<file path="src/rtl/tsc_pkg.sv">
package tsc_pkg;
  // strobes passed from control to datapath
  typedef struct packed {
    logic advance;  // step the counter this edge
    logic capture;  // copy both counter words into the output registers
  } tscStrobe_t;
endpackage

</file>
<file path="src/rtl/tsc_ctrl.sv">
module tsc_ctrl
  import tsc_pkg::*;
(
  input  logic       clk,
  input  logic       rstN,
  input  logic       snapReq,
  output tscStrobe_t strobes,
  output logic       snapValid
);
  always_comb begin
    strobes.advance = 1'b1;
    strobes.capture = snapReq;
  end

  always_ff @(posedge clk) begin
    if (!rstN) snapValid <= 1'b0;
    else       snapValid <= snapReq;
  end
endmodule

</file>
<file path="src/rtl/tsc_datapath.sv">
module tsc_datapath
  import tsc_pkg::*;
#(
  parameter int unsigned     CNT_W       = 64,
  parameter int unsigned     WORD_W      = 32,
  parameter logic [CNT_W-1:0] RESET_VALUE = '0,
  localparam int unsigned    HI_W        = CNT_W - WORD_W
) (
  input  logic              clk,
  input  logic              rstN,
  input  tscStrobe_t        strobes,
  output logic [CNT_W-1:0]  countVal,
  output logic [WORD_W-1:0] snapLow,
  output logic [HI_W-1:0]   hiHold
);
  // one full-width adder; both words come from the same register state
  always_ff @(posedge clk) begin
    if (!rstN)                countVal <= RESET_VALUE;
    else if (strobes.advance) countVal <= countVal + CNT_W'(1);
  end

  always_ff @(posedge clk) begin
    if (!rstN) begin
      snapLow <= '0;
      hiHold  <= '0;
    end else if (strobes.capture) begin
      snapLow <= countVal[WORD_W-1:0];
      hiHold  <= countVal[CNT_W-1:WORD_W];
    end
  end
endmodule

</file>
<file path="src/rtl/tsc_snapshot.sv">
module tsc_snapshot
  import tsc_pkg::*;
#(
  parameter int unsigned      CNT_W       = 64,
  parameter int unsigned      WORD_W      = 32,
  parameter logic [CNT_W-1:0] RESET_VALUE = '0,
  localparam int unsigned     HI_W        = CNT_W - WORD_W
) (
  input  logic              clk,
  input  logic              rstN,
  input  logic              snapReq,
  output logic [WORD_W-1:0] snapLow,
  output logic [HI_W-1:0]   hiHold,
  output logic              snapValid
);
  tscStrobe_t       strobes;
  logic [CNT_W-1:0] countVal;

  tsc_ctrl uCtrl (
    .clk       (clk),
    .rstN      (rstN),
    .snapReq   (snapReq),
    .strobes   (strobes),
    .snapValid (snapValid)
  );

  tsc_datapath #(
    .CNT_W       (CNT_W),
    .WORD_W      (WORD_W),
    .RESET_VALUE (RESET_VALUE)
  ) uData (
    .clk      (clk),
    .rstN     (rstN),
    .strobes  (strobes),
    .countVal (countVal),
    .snapLow  (snapLow),
    .hiHold   (hiHold)
  );
endmodule

</file>
<file path="config.mk">
export PLATFORM = sky130hd
export DESIGN_NAME = tsc_snapshot
export DESIGN_NICKNAME = d
export VERILOG_FILES = /design/src/rtl/tsc_pkg.sv /design/src/rtl/tsc_ctrl.sv /design/src/rtl/tsc_datapath.sv /design/src/rtl/tsc_snapshot.sv
export SDC_FILE = /design/constraint.sdc
export NUM_CORES = 1
export LEC_CHECK = 0
export ABC_AREA = 1
export CAP_MARGIN = 15
export CORE_MARGIN = 3
export CORE_UTILIZATION = 60
export DETAILED_ROUTE_END_ITERATION = 8
export DONT_BUFFER_PORTS = 1
export GPL_ROUTABILITY_DRIVEN = 0
export PLACE_DENSITY = 0.8
export SLEW_MARGIN = 20
export SYNTH_ARGS = -nofsm -noshare
export SYNTH_HDL_FRONTEND = slang
export SYNTH_SLANG_ARGS = --single-unit
</file>
<file path="constraint.sdc">
create_clock -name clk -period 4.5 [get_ports clk]
set_input_delay 0.675 -clock clk [delete_from_list [all_inputs] [get_ports clk]]
set_output_delay 0.675 -clock clk [all_outputs]
set_load 0.02 [all_outputs]
</file>
Yosys cells after proc, flatten, opt, wreduce, memory -nomap -nowiden

Index checks and enable logic that the tools add are counted.

Register bits: 129
Input port bits: 3
Output and inout bits: 65
Word-level logic and storage cells: 5

Add/subtract/negate cells: 1

Operators by type and width:

| cell                                                            | number |
|---|---|
| 64-bit by 1-bit adder with 64-bit output, second input constant | 1 |

Longest topological paths before layout

Depth after elaboration: 1
Gate-level depth with buffers: 10

Cells and area by module

A second synthesis with hierarchy kept.

Cells, all modules: 938
Area, all modules: 6214.7 um^2

By module, submodules not included:

| module       | times used | cells an instance | area an instance (um^2) | seq. area each (um^2) |
|---|---|---|---|---|
| tsc_datapath | 1          | 932               | 6168.4                  | 2562.5 |
| tsc_ctrl     | 1          | 6                 | 46.3                    | 20.0 |

Least setup slack after synthesis

Ideal clock, no wire load.

Path kind: reg-to-reg
Start: reg uData.countVal[1]
End: reg uData.countVal[56]
Library setup time: 0.113 ns
Arrival: 1.360 ns
Required time: 4.387 ns
Path slack: 3.027 ns
Cell stages (with the launch flop): 11
Buffers on the path: 0
Clock period less this slack: 1.473 ns
Cell sequence: dfxtp_1 -> ha_1 -> nand2_2 -> nor2_4 -> nand2_2 -> nor2_4 -> nand2_2 -> nor2_2 -> nand2_1 -> nand2_1 -> nor2_1

Longest elaborated chain between the ends: 1

RTL lines:

| what                                     | line               | text |
|---|---|---|
| start, declared                          | tsc_datapath.sv:12 | `output logic [CNT_W-1:0] countVal,` |
| start signal, assigned                   | tsc_datapath.sv:19 | `else if (strobes.advance) countVal <= countVal + CNT_W'(1);` |
| 64-bit by 1-bit adder with 64-bit output | tsc_datapath.sv:19 |  |

No other way between the ends.
A chain may end at the register's enable or synchronous reset.

Worst setup path in the final report

Start: reg uData.countVal[1]
End: reg uData.countVal[34]

The elaborated chain is that of the path after synthesis.

==> qor_table.md <==
| Step | Quantity | Value |
|:---|:---|:---|
| run status | Run status | finished clean |
| clocking | CTS Root Buffer Type | clkbuf_8 |
| cells and area | Non-filler instance count after layout | 1,046 |
| timing | Max Slew Vio Count | 0 |
| clocking | CTS H-Tree Depth | 4 |
| placed design | Port-buffer cells | 0 |
| cells and area | Antenna Cells | 0 |
| clocking | Reg clk slew, reported paths | 0.06 ns |
| clocking | Total CTS buffers | 17 |
| cells and area | Number of nets in the layout | 908 |
| floorplanning | Top-level I/O count | 68 |
| yosys | Netlist area before placement | 5950 um^2 |
| grt | Via count of the first global-routing pass | 5,664 |
| power | Relative contribution of combinational cells to total power | 2.1% |
| power | Pint | 2.16 mW |
| timing | Post-layout minimum cycle time | 1.97 ns |
| timing | Unrepaired setup endpoints after global routing | false |
| setup path | Slowest stage cell, crit path | nor2_1 |
| power | Worst supply voltage drop on vdd | 0.000254 V |
| setup path | Crit path top cell by count | nor2_1 |
| setup path | Cells along the critical path | ha_1 > nand2_2 > nor2_4 > nand3b_1 > nor2_1 > nand3_1 > nand2_1 > nor2_1 |
| yosys | Number of flip-flops and latches in the synthesized netlist | 129 |
| grt | GRT Resource Usage Total | 30.3% |
| placed design | Placed wire-length estimate | 11,300 um |
| timing | Final sum of negative setup slack | 0 ns |
| timing | Final setup violation count | 0 |
| floorplanning | Die boundary height | 106 um |
| grt | Largest net degree at the start of global routing | 116 |
| yosys | Number of distinct library cells after synthesis | 26 |
| cells and area | Relative area change from synthesis to final layout | 11.9% |
| cells and area | Final design area excluding fillers | 6660 um^2 |
| yosys | Yosys warning count | 0 |
| yosys | Syn avg cell area | 6.53 um^2 |
| cells and area | Filler instances | 777 |
| power | Total power per unit cell area | 417 nW/um^2 |
| drt | Final antenna-violating net count | 0 |
| power | Switching share of power | 22.2% |
| floorplanning | Cell row count | 35 |
| clocking | Num Clock Sinks | 129 |
| timing | Timing-limited maximum frequency | 507 MHz |
| timing | Final Hold Viols | 0 |
| grt | Leftover overflow at the end of global routing | 0 |
| floorplanning | Effective utilization at floorplan | 62.9% |
| grt | Number of antenna violations at the first check in global routing | 0 |
| setup path | Critical path peak fanout | 5 |
| cells and area | Fraction of final layout cells sized beyond drive strength 1 | 5.89% |
| setup path | Max stage delay on crit path | 0.49 ns |
| floorplanning | Floorplan die area | 11,200 um^2 |
| timing | Final clock skew | 0.00841 ns |
| grt | First-pass GRT wire length | 27,100 um |
| clocking | CTS-repair resized insts | 0 |
| clocking | Hold buffer count at cts | 0 |
| cells and area | Footprint of the flip-flops and latches | 2580 um^2 |
| placed design | Cell total after placement | 1,014 |
| power | Reg power frac | 44.2% |
| timing | Final clock period utilization by the worst path | 43.8% |
| floorplanning | Die outline width | 106 um |
| power | Post-layout total power | 2.78 mW |
| drt | Number of detailed-routing iterations run before antenna repair | 6 |
| clocking | Clk Latency, worst-skew pair | 0.53 ns |
| floorplanning | Core region area | 9460 um^2 |
| drt | Post-detailed-routing wire length | 16,400 um |
| yosys | Sequential cell area fraction in the yosys report | 43.4% |
| drt | Remaining design rule violation count | 0 |
| drt | Routed wirelength normalized by instance count | 15.7 um |
| yosys | Number of cells produced by synthesis | 911 |
| power | Share of power burned in the clock network | 53.7% |
| timing | Worst Max-Slew Pin Slew | 0.989 ns |
| clocking | Post-CTS Repair Setup Buffers | 0 |
| drt | Detailed router's first-iteration violation count | 539 |
| setup path | Startpoint class of the critical path | flip-flop |
| drt | Count of vias placed by the detailed router | 5,940 |
| cells and area | Area used by multi-input combinational logic | 2930 um^2 |
| clocking | Maximum clock insertion buffer count | 2 |
| setup path | Arrival @ worst endpoint | 2.40 ns |
| setup path | Critical path endpoint category | flip-flop |
| placed design | Post-DP Area | 6020 um^2 |
| flow run | Max_cap viols | 0 |
| worst hold path | Worst min-delay path class | input port to flip-flop |
| setup path | Required time reported for the critical path endpoint | 4.92 ns |
| drt | DR vias/cell | 5.68 |
| timing | Worst rel slew slack | 33.7% |
| setup path | CP Class | flip-flop to flip-flop |
| timing | Hold slack | 0.239 ns |
| clocking | CTS tree | done |
| power | LEAKAGE | 2.57 nW |
| power | Switching power total | 618 uW |
| yosys | Syn_nets | 915 |
through the flow:
stage / utilization (%) / setup WS, ns
floorplan: - / 3.03
global placement: 63.6 / 2.61
detailed placement: 63.6 / 2.52
CTS: 70.4 / 2.57
global route: 70.4 / 2.45
finish: 70.4 / 2.53
kinds of logic after synthesis:
group	synth area share (%)
adders and majority gates	0.210
AOI/OAI and AO/OA	14.2
and+or+nand+nor	34.4
DFF	43.4
buffers and inverters	7.46
xor gates and xnor gates	0.294
registers in the layout (all words and copies together) (netlist names):
signal / flops
uData.countVal: 64
uCtrl.snapValid: 1
uData.hiHold: 32
uData.snapLow: 32
per-layer routing:
layer,global-route usage [%],up-vias,routed length [um]
met5,0,-,0
met4,15.5,0,751
met3,6.74,73,1680
met2,50.1,336,7530
met1,37.0,2659,6440
li1,-,2872,-
cells in the final DEF, fill, tap and decap left out, types with 4 or more instances in the layout:
cell,netlist,layout
nor2_4,6,6
bufinv_16,0,4
nand3_1,32,32
nor3_1,5,5
nor2_1,230,230
nand2_2,7,7
o21ai_0,85,85
clkbuf_16,0,16
dfxtp_1,129,129
nand4_1,12,12
o21a_1,4,4
o21bai_1,8,8
nand2_1,195,195
inv_1,91,91
nor2_2,7,7
a21oi_1,63,63
clkbuf_8,0,5
Yosys cell counts, drive strengths merged:
cell	count	area share [%]
nand2	203	13
nand3	32	2.7
xnor2	1	0.15
o21a	4	0.50
clkinv	1	0.063
nand3b	2	0.25
o21ai	86	7.2
nor2b	2	0.21
nand4	12	1.3
xor2	1	0.15
a21oi	63	5.3
clkbuf	22	1.4
ha	1	0.21
o21bai	9	1.2
nor3	5	0.42
inv	91	5.7
dfxtp	129	43
nor2	243	16
buf	4	0.27
power groups by stage:
stage	Combinational, mW	Sequential (mW)	Clock [mW]
2_1_floorplan	0.0680	1.25	0
3_3_place_gp	0.0554	1.25	0
3_5_place_dp	0.0582	1.25	0
4_1_cts	0.0595	1.23	1.50
5_1_grt	0.0707	1.23	1.56
6_report	0.0590	1.23	1.49
path summary, 6_finish.rpt:
check	cells past startpoint	from	slack, ns	end
worst min register to register	1	uData.countVal[0]	0.47	uData.countVal[0]
worst max register to register	8	uData.countVal[1]	2.53	uData.countVal[34]
worst min-delay path	1	snapReq	0.24	uData.snapLow[24]
worst max-delay path	8	uData.countVal[1]	2.53	uData.countVal[34]
critical path: cells and delay by family (launching register included):
family	cells	cell delay, ns
DFF	1	0.39
and+or+nand+nor	7	1.25
adders and majority gates	1	0.24
cell type report:
cell class / count / share of cell area (%)
multi-input cells: 664 / 43.9
clock inverters: 11 / 2.63
inverters: 92 / 5.19
clock buffers: 21 / 7.04
well taps: 129 / 2.42
flip-flops and latches: 129 / 38.8
No activity file was read; power rests on OpenSTA's default activity.
